**src/rtl/sbs_pkg.sv**
```systemverilog
package sbs_pkg;
  typedef enum logic [2:0] {
    CYC_NOP,
    CYC_DESEL,
    CYC_BEG_RD,
    CYC_BEG_WR,
    CYC_CONT_RD,
    CYC_SUSP_RD,
    CYC_CONT_WR,
    CYC_SUSP_WR
  } cyc_e;
endpackage

```
**src/rtl/sbs_burst_gen.sv**
```systemverilog
module sbs_burst_gen #(
  parameter int ADDR_W = 6,
  parameter int CNT_W  = 2
) (
  input  logic              clk_i,
  input  logic              rst_ni,
  input  logic              lin_i,
  input  logic              load_i,
  input  logic              step_i,
  input  logic [ADDR_W-1:0] base_i,
  output logic [ADDR_W-1:0] cur_o,
  output logic [ADDR_W-1:0] nxt_o
);
  logic [ADDR_W-1:0] base_q;
  logic [CNT_W-1:0]  cnt_q, cnt_inc, ord_cur, ord_nxt;

  assign cnt_inc = cnt_q + CNT_W'(1);

  always_comb begin
    if (lin_i) begin
      ord_cur = base_q[CNT_W-1:0] + cnt_q;
      ord_nxt = base_q[CNT_W-1:0] + cnt_inc;
    end else begin
      ord_cur = base_q[CNT_W-1:0] ^ cnt_q;
      ord_nxt = base_q[CNT_W-1:0] ^ cnt_inc;
    end
  end

  assign cur_o = {base_q[ADDR_W-1:CNT_W], ord_cur};
  assign nxt_o = {base_q[ADDR_W-1:CNT_W], ord_nxt};

  always_ff @(posedge clk_i or negedge rst_ni) begin
    if (!rst_ni) begin
      base_q <= '0;
      cnt_q  <= '0;
    end else if (load_i) begin
      base_q <= base_i;
      cnt_q  <= '0;
    end else if (step_i) begin
      cnt_q  <= cnt_inc;
    end
  end

  // hold keeps the address
  a_r10_hold: assert property (@(posedge clk_i) disable iff (!rst_ni)
    ((!load_i && !step_i) ##1 $stable(lin_i)) |-> $stable(cur_o));
  // a step lands on the announced next address
  a_r10_step: assert property (@(posedge clk_i) disable iff (!rst_ni)
    ((step_i && !load_i) ##1 $stable(lin_i)) |-> (cur_o == $past(nxt_o)));
  // upper bits fixed within a burst
  a_r10_upper: assert property (@(posedge clk_i) disable iff (!rst_ni)
    !load_i |=> (cur_o[ADDR_W-1:CNT_W] == $past(cur_o[ADDR_W-1:CNT_W])));
endmodule

```
**src/rtl/sbs_byte_array.sv**
```systemverilog
module sbs_byte_array #(
  parameter int ADDR_W = 6,
  parameter int BYTE_W = 9,
  parameter int NBYTES = 2
) (
  input  logic                     clk_i,
  input  logic [NBYTES-1:0]        we_i,
  input  logic [ADDR_W-1:0]        waddr_i,
  input  logic [NBYTES*BYTE_W-1:0] wdata_i,
  input  logic [ADDR_W-1:0]        raddr_i,
  output logic [NBYTES*BYTE_W-1:0] rdata_o
);
  localparam int DEPTH = 1 << ADDR_W;

  for (genvar b = 0; b < NBYTES; b++) begin : g_lane
    logic [BYTE_W-1:0] mem [DEPTH];
    always_ff @(posedge clk_i) begin
      if (we_i[b]) mem[waddr_i] <= wdata_i[b*BYTE_W +: BYTE_W];
    end
    assign rdata_o[b*BYTE_W +: BYTE_W] = mem[raddr_i];
  end
endmodule

```
**src/rtl/sync_burst_sram.sv**
```systemverilog
module sync_burst_sram
  import sbs_pkg::*;
#(
  parameter int ADDR_W = 6,
  parameter int BYTE_W = 9,
  parameter int NBYTES = 2
) (
  input  logic                     clk_i,
  input  logic                     rst_ni,
  input  logic [ADDR_W-1:0]        addr_i,
  input  logic                     ce1_ni,
  input  logic                     ce2_i,
  input  logic                     ce3_ni,
  input  logic                     adsp_ni,
  input  logic                     adsc_ni,
  input  logic                     adv_ni,
  input  logic                     gw_ni,
  input  logic                     bwe_ni,
  input  logic [NBYTES-1:0]        bw_ni,
  input  logic                     oe_ni,
  input  logic                     lin_mode_i,
  input  logic [NBYTES*BYTE_W-1:0] din_i,
  output logic [NBYTES*BYTE_W-1:0] dout_o,
  output logic                     dq_oe_o
);
  localparam int DATA_W = NBYTES * BYTE_W;
  localparam int CNT_W  = 2;

  cyc_e              cyc;
  logic              sel, p_hit, is_rd, is_wr, load, step;
  logic [NBYTES-1:0] wr_mask, we;
  logic [ADDR_W-1:0] cur_addr, nxt_addr, eff_addr;
  logic              active_q, wmode_q, rd_pend_q, rd_vld_q, wr_q;
  logic [ADDR_W-1:0] rd_addr_q;
  logic [DATA_W-1:0] rdata, dout_q;

  assign sel   = !ce1_ni && ce2_i && !ce3_ni;
  assign p_hit = !adsp_ni && !ce1_ni;

  always_comb begin
    if (!gw_ni)       wr_mask = '1;
    else if (!bwe_ni) wr_mask = ~bw_ni;
    else              wr_mask = '0;
  end

  always_comb begin
    if (p_hit)                 cyc = sel ? CYC_BEG_RD : CYC_DESEL;
    else if (!adsc_ni)         cyc = !sel ? CYC_DESEL : (|wr_mask ? CYC_BEG_WR : CYC_BEG_RD);
    else if (!active_q)        cyc = CYC_NOP;
    else if (|wr_mask)         cyc = adv_ni ? CYC_SUSP_WR : CYC_CONT_WR;
    else if (wmode_q)          cyc = CYC_NOP;
    else                       cyc = adv_ni ? CYC_SUSP_RD : CYC_CONT_RD;
  end

  assign is_rd = (cyc == CYC_BEG_RD) || (cyc == CYC_CONT_RD) || (cyc == CYC_SUSP_RD);
  assign is_wr = (cyc == CYC_BEG_WR) || (cyc == CYC_CONT_WR) || (cyc == CYC_SUSP_WR);
  assign load  = (cyc == CYC_BEG_RD) || (cyc == CYC_BEG_WR);
  assign step  = (cyc == CYC_CONT_RD) || (cyc == CYC_CONT_WR);
  assign we    = is_wr ? wr_mask : '0;

  always_comb begin
    if (load)      eff_addr = addr_i;
    else if (step) eff_addr = nxt_addr;
    else           eff_addr = cur_addr;
  end

  sbs_burst_gen #(.ADDR_W(ADDR_W), .CNT_W(CNT_W)) u_burst (
    .clk_i  (clk_i),
    .rst_ni (rst_ni),
    .lin_i  (lin_mode_i),
    .load_i (load),
    .step_i (step),
    .base_i (addr_i),
    .cur_o  (cur_addr),
    .nxt_o  (nxt_addr)
  );

  sbs_byte_array #(.ADDR_W(ADDR_W), .BYTE_W(BYTE_W), .NBYTES(NBYTES)) u_array (
    .clk_i   (clk_i),
    .we_i    (we),
    .waddr_i (eff_addr),
    .wdata_i (din_i),
    .raddr_i (rd_addr_q),
    .rdata_o (rdata)
  );

  always_ff @(posedge clk_i or negedge rst_ni) begin
    if (!rst_ni) begin
      active_q  <= 1'b0;
      wmode_q   <= 1'b0;
      rd_pend_q <= 1'b0;
      rd_addr_q <= '0;
      rd_vld_q  <= 1'b0;
      wr_q      <= 1'b0;
      dout_q    <= '0;
    end else begin
      if (load)                   active_q <= 1'b1;
      else if (cyc == CYC_DESEL)  active_q <= 1'b0;
      if (is_wr)                  wmode_q <= 1'b1;
      else if (cyc == CYC_BEG_RD || cyc == CYC_DESEL) wmode_q <= 1'b0;
      rd_pend_q <= is_rd;
      if (is_rd) rd_addr_q <= eff_addr;
      // stage 2: output register; a deselect kills the pending beat
      rd_vld_q  <= rd_pend_q && (cyc != CYC_DESEL);
      wr_q      <= is_wr;
      dout_q    <= rdata;
    end
  end

  assign dout_o  = dout_q;
  assign dq_oe_o = rd_vld_q && !oe_ni && !wr_q;

  // drivers only with output enable low
  a_r6_oe_gate: assert property (@(posedge clk_i) disable iff (!rst_ni)
    oe_ni |-> !dq_oe_o);
  // a read followed by a plain cycle drives per oe_ni
  a_r6_latency: assert property (@(posedge clk_i) disable iff (!rst_ni)
    (is_rd ##1 (cyc != CYC_DESEL && !is_wr)) |=> (dq_oe_o == !oe_ni));
  // first cycle of a read from deselect is masked
  a_r7_first_rd: assert property (@(posedge clk_i) disable iff (!rst_ni)
    (cyc == CYC_BEG_RD && !active_q) |=> !dq_oe_o);
  // write cycles never drive the bus
  a_r8_wr_hiz: assert property (@(posedge clk_i) disable iff (!rst_ni)
    is_wr |=> !dq_oe_o);
  // deselect releases the bus at once
  a_r9_desel_hiz: assert property (@(posedge clk_i) disable iff (!rst_ni)
    (cyc == CYC_DESEL) |=> !dq_oe_o);
  // processor strobe with ce1 high cannot end a burst
  a_r2_ce1_masks: assert property (@(posedge clk_i) disable iff (!rst_ni)
    (ce1_ni && adsc_ni && active_q) |=> active_q);
endmodule

```
**config.mk**
```make
export PLATFORM = sky130hd
export DESIGN_NAME = sync_burst_sram
export DESIGN_NICKNAME = d
export VERILOG_FILES = /design/src/rtl/sbs_pkg.sv /design/src/rtl/sbs_burst_gen.sv /design/src/rtl/sbs_byte_array.sv /design/src/rtl/sync_burst_sram.sv
export SDC_FILE = /design/constraint.sdc
export NUM_CORES = 1
export LEC_CHECK = 0
export CORE_MARGIN = 4
export CORE_UTILIZATION = 60
export DETAILED_ROUTE_END_ITERATION = 6
export PLACE_DENSITY = 0.81
export SLEW_MARGIN = 15
export SYNTH_ARGS = -nofsm -noshare
export SYNTH_HDL_FRONTEND = slang
export SYNTH_SLANG_ARGS = --single-unit
```
**constraint.sdc**
```tcl
create_clock -name clk_i -period 4 [get_ports clk_i]
set_clock_uncertainty 0.05 [all_clocks]
set_input_delay 0.8 -clock clk_i [delete_from_list [all_inputs] [get_ports clk_i]]
set_output_delay 0.8 -clock clk_i [all_outputs]
set_load 0.02 [all_outputs]
```
# Word-level counts from Yosys, hierarchy flattened
# Memory sizes are Yosys's and may differ from the RTL's. A register that Yosys moved wholly into a read port is not among the register bits.
# Cells that the tools add are included.
# word_totals
reg_bits	19
mem_bits_rw	1152
output_inout_bits	19
memories	2
# mem_list
name	depth	width	rd	rd_clocked_by_memory_dff	wr	line	source
u_array.g_lane[0].mem	64	9	1	1	1	sbs_byte_array.sv:16	logic [BYTE_W-1:0] mem [DEPTH];
u_array.g_lane[1].mem	64	9	1	1	1	sbs_byte_array.sv:16	
# op_classes
n_addsub	3
eq_ne	8
muxes	27
n_bitwise	3
n_reduce_logical	24
# ops
cell	count
2-bit two-way mux	10
3-bit two-way mux	5
3-bit == test, second input constant	4
1-bit two-way mux	11
1-bit logical NOT	7
1-bit logical OR	7
3-bit by 2-bit == test with 1-bit output, second input constant	2
1-bit logical AND	6
6-bit two-way mux	1
2-bit nonzero test	3
2-bit adder	2
2-bit XOR	2
3-bit by 1-bit == test with 1-bit output, second input constant	1
3-bit by 1-bit inequality test with 1-bit output, second input constant	1
2-bit by 1-bit adder with 2-bit output, second input constant	1
2-bit NOT	1
2-bit OR reduction	1

# Logic depth before layout (Yosys ltp)
# Gate-level depths: netlist of run 1.
# depth
word_depth	14
ltp_mapped	10

# Hierarchy
# Synthesis of run 1 repeated with hierarchy kept, for this count alone.
# unflattened
cells_unflattened	2163
area_unflattened_um2	46417.0
# by_module_without_submodules
module	instances	cells_per_inst	area_per_inst_um2	seq_area_each_um2
sbs_byte_array	1	2005	44604.0	34593.2
sync_burst_sram	1	120	1353.8	725.7
sbs_burst_gen	1	38	459.2	200.2

# Least setup slack after synthesis of run 1
# No wires, ideal clock.
# synth_path
path_type	in2reg
start	input ce1_ni
end	memory u_array.g_lane[0].mem[2][0], enable pin
setup_time_ns	0.427
arrival_time_ns	4.104
required_time_ns	3.523
setup_slack_ns	-0.581
stages	7
n_path_buf	2
path_cell_list	buf_6 > or4b_1 > a211oi_2 > o21a_2 > mux2_2 > buf_4 > a2111oi_0
# synth_via
elab_chain_len	12
word_cells_on_any_way	22
cone_classes	eq/ne (5); mux (9); reduce/logical (8)
# synth_rtl
item	line	source
from (decl)	sync_burst_sram.sv:11	input logic ce1_ni,
1-bit logical NOT (*)	sync_burst_sram.sv:37, sync_burst_sram.sv:38	
1-bit logical AND (2 in a row)	sync_burst_sram.sv:37	assign sel = !ce1_ni && ce2_i && !ce3_ni;
2-bit two-way mux	sync_burst_sram.sv:48	else if (!adsc_ni) cyc = !sel ? CYC_DESEL : (|wr_mask ? CYC_BEG_WR : CYC_BEG_RD);
3-bit two-way mux	sync_burst_sram.sv:48	
3-bit two-way mux (*)	sync_burst_sram.sv:47	if (p_hit) cyc = sel ? CYC_BEG_RD : CYC_DESEL;
3-bit by 2-bit == test with 1-bit output or 3-bit == test (tied branches)	sync_burst_sram.sv:56, sync_burst_sram.sv:57, sync_burst_sram.sv:58	
1-bit logical OR (2 in a row)	sync_burst_sram.sv:56	assign is_wr = (cyc == CYC_BEG_WR) || (cyc == CYC_CONT_WR) || (cyc == CYC_SUSP_WR);
2-bit two-way mux	sync_burst_sram.sv:59	assign we = is_wr ? wr_mask : '0;
1-bit two-way mux	sbs_byte_array.sv:18	if (we_i[b]) mem[waddr_i] <= wdata_i[b*BYTE_W +: BYTE_W];
1-bit two-way mux (implied by the code)	sbs_byte_array.sv:18	
to (decl)	sbs_byte_array.sv:16	
# Mark *: on every way between the ends. The rest lies on a longest branch, timed or not.

# Worst setup path in the final report of run 1
# layout_path
start	input ce1_ni
end	memory u_array.g_lane[1].mem[36][6], enable pin
# layout_via
elab_chain_len	12
word_cells_on_any_way	22
cone_classes	eq/ne (5); mux (9); reduce/logical (8)
# layout_rtl
item	line
1-bit logical NOT (*)	sync_burst_sram.sv:37, sync_burst_sram.sv:38
1-bit logical AND (2 in a row)	sync_burst_sram.sv:37
2-bit two-way mux	sync_burst_sram.sv:48
3-bit two-way mux	sync_burst_sram.sv:48
3-bit two-way mux (*)	sync_burst_sram.sv:47
3-bit by 2-bit == test with 1-bit output or 3-bit == test (tied branches)	sync_burst_sram.sv:56, sync_burst_sram.sv:57, sync_burst_sram.sv:58
1-bit logical OR (2 in a row)	sync_burst_sram.sv:56
2-bit two-way mux	sync_burst_sram.sv:59
1-bit two-way mux	sbs_byte_array.sv:18
1-bit two-way mux (implied by the code)	sbs_byte_array.sv:18
to (decl)	sbs_byte_array.sv:16
# Marked as above.

==> results of run 1 <==
-- power by group --
group	internal [mW]	switching, mW	total, mW
Clock	6.34	4.61	11.0
Sequential	13.8	0.463	14.3
Combinational	3.56	4.85	8.40
-- layout by cell type (no fill, tap or decap), drive strengths merged, types with 52 or more instances in the layout --
master,instances
edfxtp,1152
nand2,52
buf,305
mux4,274
nor4,69
mux2i,82
clkbuf,138
clkinv,53
a2111oi,64
o22ai,55
-- through the flow --
stage                     power, mW  std cells  setup TNS (ns)  hold slack (ns)   util
after floorplan                19.5       2247           -4.53            0.389      -
after global placement         22.5       3475          -69.49            0.433  0.649
after detailed placement       22.7       3475          -92.81            0.451  0.649
after CTS                      33.6       3690               0            0.246  0.697
after global routing           34.6       3690               0            0.277  0.698
final                          33.7       3690               0            0.245  0.698
-- final timing paths --
kind	from	slack (ns)	to
worst max register to register	rd_addr_q[1]$_DFFE_PN0P_	0.75	dout_o[9]$_DFF_PN0_
worst min register to register	u_burst.base_q[1]$_DFFE_PN0P_	0.47	u_burst.base_q[1]$_DFFE_PN0P_
max in group asynchronous	rst_ni	2.82	rd_addr_q[2]$_DFFE_PN0P_
worst max-delay path	ce1_ni	0.34	u_array.g_lane[1].mem[36][6]$_DFFE_PP_
worst min-delay path	rst_ni	0.24	dout_o[17]$_DFF_PN0_
min in group clk_i	u_burst.base_q[1]$_DFFE_PN0P_	0.47	u_burst.base_q[1]$_DFFE_PN0P_
-- sequential cells by signal (all words and copies together) (netlist names) --
register	flops
rd_addr_q	6
u_burst.base_q	6
wmode_q	1
rd_vld_q	1
active_q	1
u_burst.cnt_q	2
rd_pend_q	1
u_array.g_lane.mem	1152
dout_o	18
wr_q	1
-- kinds of logic (layout without fill, tap and decap cells) --
group	count (synthesis)	after routing	share of synthesized area
compound gates	255	255	0.0482
flops	1189	1189	0.743
buf+inv	171	564	0.0181
mux	393	393	0.155
xor+xnor	3	3	0.000837
simple gates	234	234	0.0348
fa+ha+maj	2	2	0.000523
-- metal layers --
layer	track usage	up-vias	share of wire	routed length [um]
met1	0.403	13400	0.35	43400
met4	0.123	2	0.049	6000
met3	0.0705	362	0.12	14300
met2	0.450	2015	0.48	59000
met5	0	-	0.00011	13
li1	-	10200	-	-
-- cell type report --
| class | instances | area share |
|---|---|---|
| clock buffer | 138 | 0.0547 |
| timing repair buffer | 342 | 0.0522 |
| inverter | 7 | 0.000477 |
| tap | 1050 | 0.0238 |
| clock inverter | 77 | 0.0146 |
| multi-input combinational | 887 | 0.209 |
| sequential | 1189 | 0.645 |
==> flow_summary.yaml, run 1 <==
route:
  dr.pass1.iters: 6
  vias: 25900
  drcViolationCount: 0
  vias_per_cell: 7.03
  wire_per_inst_um: 33.2
  drt-total-wl_mm: 123
  final_antenna_net_count: 0
  drt_iter0_drc: 3401
global_routing:
  grt_pass1_wl_mm: 180
  track_usage: 0.291
  antenna_found_initial: 2
  grt_pass1_vias: 26300
  overflow: 0
  grt_max_degree: 65
synthesis:
  synthCells: 2247
  synth_edf_count: 1152
  ys_seq_area_frac: 0.743
  synth-main-ff-cell: "edfxtp_1"
  async_reset_ff_frac: 0.0311
  ys_seq_elements: 1189
  ys_top_cells_by_count: "edfxtp_1, mux4_2, mux2i_1"
  synth_area_sq_mm: 0.0478
  ys.warnings.count: 0
  syn_nets: 2287
  synth_area_leaders: "edfxtp_1, mux4_2, dfrtp_1"
  yosysTopAreaCell: "edfxtp_1"
  yosysMostFrequentCell: "edfxtp_1"
  syn_area_per_cell_sq_um: 21.3
  synth_top_cell_area_share: 0.723
  synth_cell_types: 66
finish:
  area_delta_synth_final_pct: 15.2
  post-route-cell-area_sq_mm: 0.0551
  antenna_cells: 0
  multi_input_area_sq_mm: 0.0115
  nFillCells: 4544
  regArea_sq_mm: 0.0355
  nNetsFinal: 2580
  layout-drive-gt1-share: 0.358
place:
  dpl-instance-area_sq_mm: 0.0513
  place_ws_ns: -0.266
  io_buffers: 56
  hpwl_mm: 75.9
  gp_congestion: 0.901
power:
  power_density_mw_per_mm2: 611
  p_leak_nw: 17.6
  vdd_drop_max_uv: 555
run:
  maxCapViolCount: 0
cts:
  root_buffer: "clkbuf_16"
  cts_max_path_buffers: 3
  cts_buffers: 113
  cts_tree: "yes"
  cts_setup_buffers: 0
  clk_latency_ns: 0.70
  ctsResizeCount: 0
  cts.sinks: 1189
  path_clk_slew_ns: 0.06
  htreeDepth: 3
  postCtsHoldBufs: 0
die:
  die-width_um: 290
  die-area_sq_mm: 0.0843
  ios: 57
  initial_core_util: 0.605
  core_area_sq_mm: 0.0790
  die_h_um: 290
  rows: 103
worst_setup_path:
  cp_top_family: "simple AND/OR/NAND/NOR gates"
  cp_num_buf_inv: 3
  worstPathMaxFanout: 24
  crit_type: "in2reg"
  cp_slowest_stage_delay_ns: 0.93
  critPathRequiredTime_ns: 4.26
  path_depth: 8
  cpMaxStageDelayCell: "nor4_2"
  crit_top_cell: "buf_12"
  cp_cell_sequence: "clkdlybuf4s50_1, or4b_1, a211oi_2, o21a_2, mux2i_4, buf_12, buf_12, nor4_2"
  reg2reg_depth: 6
  critPathArrivalTime_ns: 3.92
  critPathCaptureType: "flip-flop"
  critPathLaunchType: "input port"
sta:
  fin_crit_sh: 0.914
  finalCriticalPeriod_ns: 3.66
  rsz0062_at_grt: "no"
  setup_ws_ns: 0.344
  slew_headroom: 0.190
  hold_violations: 0
  setup_viol: 0
  slew_violations: 0
  worst_pin_slew_ns: 1.22
  max_freq_mhz: 274
run_status:
  status: "complete, no violations"
hold_path:
  hp-class: "in2async"
Note: power is estimated with default switching activity, not from simulation.
==> inputs of run 2 (changes only) <==
==> constraint.sdc (replaced) <==
create_clock -name clk_i -period 4 [get_ports clk_i]
set_clock_uncertainty 0.05 [all_clocks]
set_input_delay 1 -clock clk_i [delete_from_list [all_inputs] [get_ports clk_i]]
set_output_delay 1 -clock clk_i [all_outputs]
set_load 0.02 [all_outputs]
==> run 2 against run 1 <==
Combinational power rose by 3.6%. Clock power barely moved. Power rose by 1.5%. Critical path depth rose by 1. Highest routed layer is now met4.
==> flow_summary.yaml, run 2 (synthesis results as in run 1) <==
finish:
  multi_input_area_sq_mm: 0.0122
  final_cell_mix: "edfxtp_1, buf_4, mux4_2"
  utilization: 0.712
  nNetsFinal: 2615
  regMostFlops: "u_array.g_lane.mem"
  nFillCells: 4338
  area_delta_synth_final_pct: 17.6
  largest_reg_flops: 1152
  antenna_cells: 0
  final-instance-count-excl-fill: 3724
  final_common_cell: "edfxtp_1"
  layout-drive-gt1-share: 0.371
  regArea_sq_mm: 0.0355
global_routing:
  grt_pass1_wl_mm: 188
  grt_pass1_vias: 26600
  grt_max_degree: 65
  overflow: 0
  antenna_found_initial: 2
  track_usage: 0.305
place:
  gp_congestion: 0.947
  io_buffers: 56
  hpwl_mm: 79.3
  dp_cells: 3509
run:
  maxCapViolCount: 0
cts:
  cts_buffers: 114
  cts_max_path_buffers: 3
  root_buffer: "clkbuf_16"
  clk_latency_ns: 0.70
  cts_tree: "yes"
  cts.sinks: 1189
  path_clk_slew_ns: 0.06
  htreeDepth: 3
route:
  wire_per_inst_um: 34.6
  drt-total-wl_mm: 129
  drt_iter0_drc: 3998
  vias: 26600
  final_antenna_net_count: 0
  vias_per_cell: 7.13
  drcViolationCount: 0
  dr.pass1.iters: 6
worst_setup_path:
  cp_slowest_stage_delay_ns: 0.57
  cpMaxStageDelayCell: "or4b_1"
  cp_num_buf_inv: 4
  critPathCaptureType: "flip-flop"
  cp_cell_sequence: "clkdlybuf4s50_1, or4b_1, a211oi_2, o21a_2, buf_4, mux2_8, buf_12, a2111oi_2, buf_4"
  path_depth: 9
  worstPathMaxFanout: 13
  r2r_slack_ns: 0.65
  crit_type: "in2reg"
  critPathRequiredTime_ns: 4.32
  crit_top_cell: "buf_4"
  r2r_start: "rd_addr_q[1]$_DFFE_PN0P_"
  cp_top_family: "buffers and inverters"
  reg2reg_depth: 6
  critPathArrivalTime_ns: 4.18
  critPathLaunchType: "input port"
  r2r_end: "dout_o[17]$_DFF_PN0_"
power:
  p_clk_frac: 0.328
  p_leak_nw: 17.8
  vdd_drop_max_uv: 451
  pwr-share-comb: 0.255
  internal-power_mw: 23.9
  power_density_mw_per_mm2: 607
  p_switching_mw: 10.3
  seq_power_share: 0.418
  swShare: 0.301
sta:
  worst_pin_slew_ns: 1.18
  hold_violations: 0
  setup_viol: 0
  finalCriticalPeriod_ns: 3.86
  tns_ns: 0
  slew_headroom: 0.206
  fin_crit_sh: 0.965
  max_freq_mhz: 259
  rsz0062_at_grt: "no"
  slew_violations: 0
die:
  initial_core_util: 0.605
  core_area_sq_mm: 0.0790
  ios: 57
  die-width_um: 290
  die_h_um: 290
  rows: 103
  die-area_sq_mm: 0.0843
hold_path:
  hp-class: "in2async"
run_status:
  status: "complete, no violations"
run 2: cell count changes in the layout (fill, tap and decap cells not counted), sizes merged:
cell      change
inv           +2
clkinv        -1
clkbuf        -1
clkinvlp      +1
buf          +34
bufinv        -1
run 2: stage by stage:
stage                     instance area, sq um  power, mW  worst slack (ns)  hold slack, ns
after CTS                                56200       34.0             0.166           0.401
final                                    56200       34.2             0.140           0.389
after detailed placement                 52200       22.9            -0.521           0.431
after global routing                     56200       35.1            0.0137           0.435
after global placement                   52200       22.7            -0.415           0.426
after floorplan                          48400       19.6            -0.315           0.389
run 2: worst max path at each step:
stage / slack [ns] / endpoint / from
floorplan: -0.31 / u_array.g_lane[0].mem[2][0]$_DFFE_PP_ / ce1_ni
global placement: -0.41 / u_array.g_lane[1].mem[4][6]$_DFFE_PP_ / ce1_ni
detailed placement: -0.52 / u_array.g_lane[1].mem[4][4]$_DFFE_PP_ / ce1_ni
CTS: 0.17 / u_array.g_lane[1].mem[2][3]$_DFFE_PP_ / ce1_ni
global route: 0.01 / u_array.g_lane[1].mem[2][0]$_DFFE_PP_ / ce1_ni
finish: 0.14 / u_array.g_lane[1].mem[2][7]$_DFFE_PP_ / ce1_ni
run 2: area by class of cell:
| class | instances | share of cell area |
|---|---|---|
| sequential | 1189 | 0.632 |
| multi-input combinational | 887 | 0.216 |
| timing repair buffer | 376 | 0.0579 |
| clock buffer | 137 | 0.0547 |
| tap | 1050 | 0.0234 |
| clock inverter | 78 | 0.0153 |
| inverter | 7 | 0.000467 |
run 2: worst reg2reg max path, stage by stage (launching register included):
cell	delay, ns
dfrtp_4	1.10
buf_12	0.40
mux4_2	0.26
mux2_2	0.18
o22ai_1	0.12
nor4_1	0.86
a31o_1	0.29
run 2: repair_timing:
action | in CTS | in global routing
setup endpoints to repair | 0 | 9
gates resized for setup | 0 | 1
setup buffers | 0 | 0
hold buffers | 0 | 0
run 2: power by group through the flow:
stage / logic [mW] / registers (mW) / clock network [mW]
4_1_cts: 8.54 / 14.3 / 11.2
5_1_grt: 8.95 / 14.3 / 11.8
3_3_place_gp: 8.18 / 14.5 / 0
3_5_place_dp: 8.39 / 14.5 / 0
6_report: 8.70 / 14.3 / 11.2
2_1_floorplan: 5.37 / 14.3 / 0
run 2: per-layer routing:
layer / wire [um] / share of wire / global-route usage / vias up
met5: 0 / 0 / 0 / -
met4: 5760 / 0.045 / 0.110 / 0
met3: 16500 / 0.13 / 0.0702 / 350
met2: 62400 / 0.48 / 0.482 / 2309
met1: 44200 / 0.34 / 0.426 / 13600
li1: - / - / - / 10300
